<file path="src/rtl/mdm_pkg.sv">
package mdm_pkg;
  localparam int NIB_W = 4;
  localparam int CTL_W = 5;
  typedef logic [NIB_W-1:0] nib_t;

  // status nibble positions (order is architectural)
  localparam int L_CTS = 0;
  localparam int L_DSR = 1;
  localparam int L_RI  = 2;
  localparam int L_DCD = 3;

  // control register positions
  localparam int C_DTR  = 0;
  localparam int C_RTS  = 1;
  localparam int C_AUX1 = 2;
  localparam int C_AUX2 = 3;
  localparam int C_LOOP = 4;

  localparam nib_t             STAT_RST = 4'b1011;
  localparam logic [CTL_W-1:0] CTL_RST  = 5'b01000;
endpackage

</file>
<file path="src/rtl/mdm_sync.sv">
module mdm_sync #(
  parameter int         W       = 4,
  parameter int         STAGES  = 2,
  parameter logic [W-1:0] RST_VAL = '0
) (
  input  logic         clk,
  input  logic         rst,
  input  logic [W-1:0] d_i,
  output logic [W-1:0] q_o
);
  logic [STAGES-1:0][W-1:0] st_q;

  always_ff @(posedge clk) begin
    if (rst) begin
      st_q <= {STAGES{RST_VAL}};
    end else begin
      st_q[0] <= d_i;
      for (int i = 1; i < STAGES; i++) st_q[i] <= st_q[i-1];
    end
  end

  assign q_o = st_q[STAGES-1];
endmodule

</file>
<file path="src/rtl/mdm_ctl_reg.sv">
module mdm_ctl_reg
  import mdm_pkg::*;
#(
  parameter int DATA_W = 8
) (
  input  logic              clk,
  input  logic              rst,
  input  logic              wr_en_i,
  input  logic [DATA_W-1:0] wdata_i,
  output logic [CTL_W-1:0]  ctl_o,
  output nib_t              pins_o
);
  localparam nib_t PINS_RST = CTL_RST[NIB_W-1:0] & ~{NIB_W{CTL_RST[C_LOOP]}};

  logic [CTL_W-1:0] ctl_q;
  nib_t             pins_q;
  logic             ctl_unused;

  assign ctl_unused = ^wdata_i[DATA_W-1:CTL_W];

  always_ff @(posedge clk) begin
    if (rst) begin
      ctl_q  <= CTL_RST;
      pins_q <= PINS_RST;
    end else if (wr_en_i) begin
      ctl_q  <= wdata_i[CTL_W-1:0];
      pins_q <= wdata_i[NIB_W-1:0] & ~{NIB_W{wdata_i[C_LOOP]}};
    end
  end

  assign ctl_o  = ctl_q;
  assign pins_o = pins_q;

  AST_LOOP_PINS_LOW: assert property (@(posedge clk) disable iff (rst)
    ctl_q[C_LOOP] |-> (pins_q == '0));
  AST_PINS_FOLLOW: assert property (@(posedge clk) disable iff (rst)
    !ctl_q[C_LOOP] |-> (pins_q == ctl_q[NIB_W-1:0]));
  AST_CTL_HOLD: assert property (@(posedge clk) disable iff (rst)
    !wr_en_i |=> $stable(ctl_q));
endmodule

</file>
<file path="src/rtl/mdm_stat_reg.sv">
module mdm_stat_reg
  import mdm_pkg::*;
(
  input  logic               clk,
  input  logic               rst,
  input  nib_t               ext_i,
  input  logic               loop_i,
  input  nib_t               loop_lines_i,
  input  logic               rd_clr_i,
  output logic [2*NIB_W-1:0] word_o,
  output logic               delta_any_o
);
  nib_t stat_q, delta_q, delta_n, hit;
  logic clr;
  logic any_q;

  generate
    for (genvar g = 0; g < NIB_W; g++) begin : g_delta
      if (g == L_RI) begin : g_fall
        assign hit[g] = stat_q[g] & ~ext_i[g] & ~loop_i;
      end else begin : g_any
        assign hit[g] = (stat_q[g] ^ ext_i[g]) & ~loop_i;
      end
    end
  endgenerate

  assign clr = rd_clr_i & ~loop_i;

  always_comb begin
    delta_n = (delta_q & ~{NIB_W{clr}}) | hit;
  end

  always_ff @(posedge clk) begin
    if (rst) begin
      stat_q  <= STAT_RST;
      delta_q <= '0;
      any_q   <= 1'b0;
    end else begin
      stat_q  <= ext_i;
      delta_q <= delta_n;
      any_q   <= |delta_n;
    end
  end

  assign word_o      = loop_i ? {loop_lines_i, {NIB_W{1'b0}}} : {stat_q, delta_q};
  assign delta_any_o = any_q;

  AST_LEVEL_TRACK: assert property (@(posedge clk) disable iff (rst)
    1'b1 |=> (stat_q == $past(ext_i)));
  AST_RING_RISE_QUIET: assert property (@(posedge clk) disable iff (rst)
    (!loop_i && !stat_q[L_RI] && ext_i[L_RI]) |=>
      (delta_q[L_RI] == $past(delta_q[L_RI] & ~rd_clr_i)));
  AST_READ_CLEARS: assert property (@(posedge clk) disable iff (rst)
    (rd_clr_i && !loop_i && (stat_q == ext_i)) |=> (delta_q == '0));
  AST_LOOP_FREEZE: assert property (@(posedge clk) disable iff (rst)
    loop_i |=> $stable(delta_q));
endmodule

</file>
<file path="src/rtl/mdm_ctrl_stat.sv">
module mdm_ctrl_stat
  import mdm_pkg::*;
#(
  parameter int DATA_W      = 8,
  parameter int SYNC_STAGES = 2
) (
  input  logic              clk,
  input  logic              rst,
  input  logic              reg_wr_en,
  input  logic              reg_rd_en,
  input  logic              reg_sel,
  input  logic [DATA_W-1:0] wr_data,
  output logic [DATA_W-1:0] rd_data,
  input  logic              line_cts,
  input  logic              line_dsr,
  input  logic              line_dcd,
  input  logic              line_ri,
  output logic              out_dtr,
  output logic              out_rts,
  output logic              out_aux1,
  output logic              out_aux2,
  output logic              delta_any
);
  localparam int WORD_W = 2 * NIB_W;

  nib_t              raw_lines, sync_lines, loop_lines, pins;
  logic [CTL_W-1:0]  ctl;
  logic [WORD_W-1:0] stat_word;
  logic [DATA_W-1:0] rd_q;

  always_comb begin
    raw_lines        = '0;
    raw_lines[L_DCD] = line_dcd;
    raw_lines[L_RI]  = line_ri;
    raw_lines[L_DSR] = line_dsr;
    raw_lines[L_CTS] = line_cts;
    // crossed loop-test mapping
    loop_lines        = '0;
    loop_lines[L_DCD] = ctl[C_AUX2];
    loop_lines[L_RI]  = ctl[C_AUX1];
    loop_lines[L_DSR] = ctl[C_DTR];
    loop_lines[L_CTS] = ctl[C_RTS];
  end

  mdm_sync #(.W(NIB_W), .STAGES(SYNC_STAGES), .RST_VAL(STAT_RST)) u_sync (
    .clk (clk),
    .rst (rst),
    .d_i (raw_lines),
    .q_o (sync_lines)
  );

  mdm_ctl_reg #(.DATA_W(DATA_W)) u_ctl (
    .clk     (clk),
    .rst     (rst),
    .wr_en_i (reg_wr_en & ~reg_sel),
    .wdata_i (wr_data),
    .ctl_o   (ctl),
    .pins_o  (pins)
  );

  mdm_stat_reg u_stat (
    .clk          (clk),
    .rst          (rst),
    .ext_i        (sync_lines),
    .loop_i       (ctl[C_LOOP]),
    .loop_lines_i (loop_lines),
    .rd_clr_i     (reg_rd_en & reg_sel),
    .word_o       (stat_word),
    .delta_any_o  (delta_any)
  );

  always_ff @(posedge clk) begin
    if (rst) begin
      rd_q <= '0;
    end else if (reg_rd_en) begin
      rd_q <= reg_sel ? DATA_W'(stat_word) : DATA_W'(ctl);
    end
  end

  assign rd_data  = rd_q;
  assign out_dtr  = pins[C_DTR];
  assign out_rts  = pins[C_RTS];
  assign out_aux1 = pins[C_AUX1];
  assign out_aux2 = pins[C_AUX2];

  AST_RD_HOLD: assert property (@(posedge clk) disable iff (rst)
    !reg_rd_en |=> $stable(rd_data));
endmodule

</file>
<file path="config.mk">
export PLATFORM = sky130hd
export DESIGN_NAME = mdm_ctrl_stat
export DESIGN_NICKNAME = d
export VERILOG_FILES = /design/src/rtl/mdm_pkg.sv /design/src/rtl/mdm_sync.sv /design/src/rtl/mdm_ctl_reg.sv /design/src/rtl/mdm_stat_reg.sv /design/src/rtl/mdm_ctrl_stat.sv
export SDC_FILE = /design/constraint.sdc
export NUM_CORES = 1
export LEC_CHECK = 0
export ABC_AREA = 1
export ABC_CLOCK_PERIOD_IN_PS = 3000
export BUFFER_PORTS_ARGS = -buffer_cell sky130_fd_sc_hd__clkbuf_2
export CAP_MARGIN = 20
export CELL_PAD_IN_SITES_DETAIL_PLACEMENT = 0
export CELL_PAD_IN_SITES_GLOBAL_PLACEMENT = 1
export CORE_MARGIN = 2
export CORE_UTILIZATION = 35
export DETAILED_ROUTE_END_ITERATION = 10
export PLACE_DENSITY_LB_ADDON = 0.08
export SLEW_MARGIN = 20
export SYNTH_ARGS = -nofsm -noshare
export SYNTH_HDL_FRONTEND = slang
export SYNTH_SLANG_ARGS = --single-unit
</file>
<file path="constraint.sdc">
create_clock -name clk -period 3 [get_ports clk]
set_clock_uncertainty 0.2 [all_clocks]
set_input_delay 0.3 -clock clk [delete_from_list [all_inputs] [get_ports clk]]
set_output_delay 0.3 -clock clk [all_outputs]
set_load 0.05 [all_outputs]
</file>
* Yosys cells after proc, flatten, opt, wreduce, memory -nomap -nowiden *
Index checks and enable logic that the tools add are counted.

word-level totals
  register bits after elaboration = 34
  bits in latches = 0
  memory bits (writable) = 0
  ROM bits = 0
  bits of input ports = 17
  output and inout port bits = 13
  word-level logic and storage cells = 30
  memories kept = 0

cells by class
  $add $sub $neg = 0
  multipliers = 0
  div/mod/pow operators = 0
  magnitude comparators = 0
  equal/unequal tests = 0
  shift-type cells = 0
  mux-type cells = 2
  bitwise logic cells = 19
  reduce and logical (&&, ||, !) cells = 1

operators by type and width
  cell                count
  two-way mux 8 bit   2
  bitwise AND 1 bit   8
  bitwise AND 4 bit   2
  inverter 4 bit      2
  bitwise OR 4 bit    1
  OR reduction 4 bit  1
  inverter 1 bit      3
  bitwise XOR 1 bit   3

* Depth between registers and ports, before layout *
  depth after elaboration = 6
  gate-level depth with buffers = 6

* By module *
Synthesis repeated with hierarchy kept, for this count alone.

unflattened totals
  cell total of the unflattened synthesis = 196
  area, all modules = 1422.6 sq um

by module, submodules not included
  module         times used  cells an instance  area an instance (sq um)
  mdm_stat_reg   1           66                 412.9
  mdm_ctrl_stat  1           61                 387.9
  mdm_ctl_reg    1           40                 367.9
  mdm_sync       1           29                 254.0

* Worst setup path after synthesis *
No wires, ideal clock.

  kind = in2reg
  start = in reg_sel
  end = reg u_ctl.pins_q[0], in the netlist u_ctl.pins_o[0]
  library setup time = 0.070 ns
  arrival time = 0.874 ns
  required time = 2.730 ns
  path slack = 1.855 ns
  stages on the path = 6
  buffers on the path = 1
  cell sequence = buf_6 > inv_1 > nand2_4 > inv_2 > nand3_1 > a21oi_1

on the way
  word-level cells in the longest chain between the ends = 2

ends and longest elaborated chain
  element                 line                 RTL
  start: declaration      mdm_ctrl_stat.sv:11  input logic reg_sel,
  inverter 1 bit          mdm_ctrl_stat.sv:55  .wr_en_i (reg_wr_en & ~reg_sel),
  bitwise AND 1 bit       mdm_ctrl_stat.sv:55
  end signal: assignment  mdm_ctl_reg.sv:27    pins_q <= wdata_i[NIB_W-1:0] & ~{NIB_W{wdata_i[C_LOOP]}};
  end: declaration        mdm_ctl_reg.sv:16    nib_t pins_q;

No other way between the ends.
A chain may end at the register's enable or synchronous reset.

* Worst setup path after layout *
  start = reg rd_q[7], in the netlist rd_data[7]
  end = out rd_data[7]

RTL lines
  element                   line                 RTL
  start: declaration        mdm_ctrl_stat.sv:29  logic [DATA_W-1:0] rd_q;
  start signal: assignment  mdm_ctrl_stat.sv:76  rd_q <= reg_sel ? DATA_W'(stat_word) : DATA_W'(ctl);
  end: declaration          mdm_ctrl_stat.sv:13  output logic [DATA_W-1:0] rd_data,

No word-level cell between the ends.

==> impl_metrics.env <==
export IMPL_timing_final_crit_share_pct=48.2
export IMPL_ant_nets=0
export IMPL_yosys_most_used_dff="dfxtp_1"
export IMPL_final_cell_area_mm2=0.00151
export IMPL_seq_area_um2=681
export IMPL_finalPower_uw=833
export IMPL_cts_htree_levels=2
export IMPL_rsz0062_at_grt="false"
export IMPL_setup_viol=0
export IMPL_via_per_inst=4.57
export IMPL_syn_area_mm2=0.00123
export IMPL_critPathBufInv=1
export IMPL_min_path_type="in2reg"
export IMPL_crit_family="flip-flops"
export IMPL_clockBufferDepth=2
export IMPL_gr_usage_all_layers_pct=13.9
export IMPL_finalHoldViolations=0
export IMPL_drv_cap=0
export IMPL_min_from="wr_data[3]"
export IMPL_r2r_slack_ps=1650
export IMPL_rows=21
export IMPL_drive_above_1_share_pct=22.9
export IMPL_slew_limit_headroom_pct=64.1
export IMPL_synth_edf_count=0
export IMPL_synth_cell_type_count=18
export IMPL_synth_top_area_share_pct=55.2
export IMPL_ys_ff_latch=34
export IMPL_ys_top_cells_by_area="dfxtp_1 55%, nand2_1 11%, a21oi_1 9.7%, inv_1 4.9%, nand3_1 4.1%"
export IMPL_overflow=0
export IMPL_area_delta_synth_final_pct=22.2
export IMPL_grt_pass1_vias=958
export IMPL_post_route_drc_count=0
export IMPL_tightest_slew_ps=538
export IMPL_multi_input_area_um2=457
export IMPL_crit_path_end_kind="output pin"
export IMPL_critical_path_max_stage_delay_ps=350
export IMPL_insertion_delay_ps=320
export IMPL_final_nets=206
export IMPL_outcome="finished clean"
export IMPL_synth_nets=171
export IMPL_clock_sinks=34
export IMPL_vias=1069
export IMPL_dp_slack_ps=1490
export IMPL_hold_end="u_ctl.ctl_o[3]"
export IMPL_timing_rr_start="u_ctl.ctl_o[4]"
export IMPL_place_gp_congestion=0.713
export IMPL_placed_area_mm2=0.00140
export IMPL_die_h_um=63.4
export IMPL_totalWireLength_um=2470
export IMPL_layout_min_cycle_time_ps=1440
export IMPL_yosysTopAreaCell="dfxtp_1"
export IMPL_root_buffer="clkbuf_4"
export IMPL_crit_fanout=2
export IMPL_vdd_ir_drop_max_v=0.000336
export IMPL_fillers=385
export IMPL_avgRoutedWirePerCell_um=10.6
export IMPL_post_cts_buffers=0
export IMPL_final_max_slew_viol_count=0
export IMPL_cp_arrival_ps=940
export IMPL_async_reset_ff_share_pct=0
export IMPL_hpwl_um=1800
export IMPL_firstDrtPassIters=4
export IMPL_initial_core_util_pct=36.7
export IMPL_holdPathStages=3
export IMPL_syn_instance_count=154
export IMPL_yosysSeqAreaShare_pct=55.2
export IMPL_p_leak_uw=0.000716
export IMPL_holdWs_ps=23.5
export IMPL_drtIter0Drc=52
export IMPL_path_class="reg2out"
export IMPL_critPathSlowestCell="dfxtp_1"
export IMPL_tns_ps=0
export IMPL_path_clk_slew_ps=100
export IMPL_crit_path_start_kind="register"
export IMPL_pwr_density_cell_mw_per_mm2=553
export IMPL_cts_tree="yes"
export IMPL_synth_avg_cell_area_um2=8.01
export IMPL_grt_pass1_wl_um=4210
export IMPL_synth_common_cells="37 x nand2_1, 34 x dfxtp_1, 24 x a21oi_1"
export IMPL_antenna_found_initial=0
export IMPL_ys_warn_count=0
export IMPL_yosys_cell_count_top_type="nand2_1"
export IMPL_dieArea_mm2=0.00402
export IMPL_dieWidth_um=63.4
export IMPL_core_area_mm2=0.00336
export IMPL_io_pins=30
export IMPL_grt_start_max_net_pins=30
export IMPL_r2r_end="u_stat.delta_any_o"
export IMPL_worstPathRequired_ps=2500
export IMPL_port_buffers=26
export IMPL_cts_buffers=5
export IMPL_fin_ws_ps=1560
export IMPL_fmax_ghz=0.692
export IMPL_crit_chain="clkbuf_2"
export IMPL_ctsResizeCount=0
export IMPL_r2r_cells=6
export IMPL_diodes=0
## layout by cell type (no fill, tap or decap), drive strengths merged
cell type / count
nand2: 38
dfxtp: 34
inv: 19
dlygate4sd3: 6
a21oi: 24
clkbuf: 32
a31oi: 2
nor2: 5
or2: 6
o211ai: 1
nand3: 11
o21ai: 7
nor3: 3
## kinds of logic (layout without fill, tap and decap cells)
family / count (synthesis) / in the layout / share of synthesized area [%]
flops: 34 / 34 / 55.2
compound gates: 34 / 34 / 14.2
simple gates: 63 / 63 / 22.8
buf+inv: 23 / 57 / 7.81
## worst max-delay path by stage
stage,from,cells after the start,slack (ps),to
finish,rd_data[7],1,1560,rd_data[7]
floorplan,reg_sel,6,1860,u_ctl.pins_o[0]
detailed placement,rst,4,1490,rd_data[4]
global placement,rst,4,1480,u_ctl.ctl_o[4]
CTS,rd_data[4],1,1520,rd_data[4]
global route,rd_data[4],1,1450,rd_data[4]
## power breakdown
group / internal (uW) / leakage [uW] / switching (uW) / total (uW)
sequential: 473 / 0.000279 / 10.4 / 483
combinational: 35.6 / 0.000406 / 75.7 / 111
clock: 106 / 0.0000302 / 133 / 239
total: 614 / 0.000716 / 219 / 833
## routing by layer
metal  vias to the layer above  global-route usage (%)  share of wire, %
met1                       484                    16.4                48
li1                        563                       -                 -
met4                         0                    4.08              0.49
met2                        20                    21.2                46
met3                         2                    8.39               4.7
met5                         -                       0                 0
## stage by stage
step | utilization (%) | std cells
6_report | 44.8 | 234
3_3_place_gp | 41.5 | 222
5_1_grt | 44.8 | 234
4_1_cts | 44.5 | 233
3_5_place_dp | 41.5 | 222
2_1_floorplan | - | 154
## sequential cells by signal (all words and copies together) (netlist names)
signal              cells
u_sync.q_o              4
u_stat.delta_q          4
u_ctl.ctl_o             5
u_sync.st_q             4
u_stat.stat_q           4
u_stat.delta_any_o      1
u_ctl.pins_o            4
rd_data                 8
## cell type report
cell class	instances	share of cell area (%)
Timing Repair Buffer	32	12.6
Tap cell	46	3.82
Multi-Input combinational cell	97	30.3
Clock buffer	6	3.40
Inverter	19	4.73
Sequential cell	34	45.1
## what timing repair did
action / CTS / global route
endpoints found under the setup margin: 0 / 0
endpoints found under the hold margin: 5 / 1
hold buffers: 5 / 1
Power figures use the tool's default switching activity.
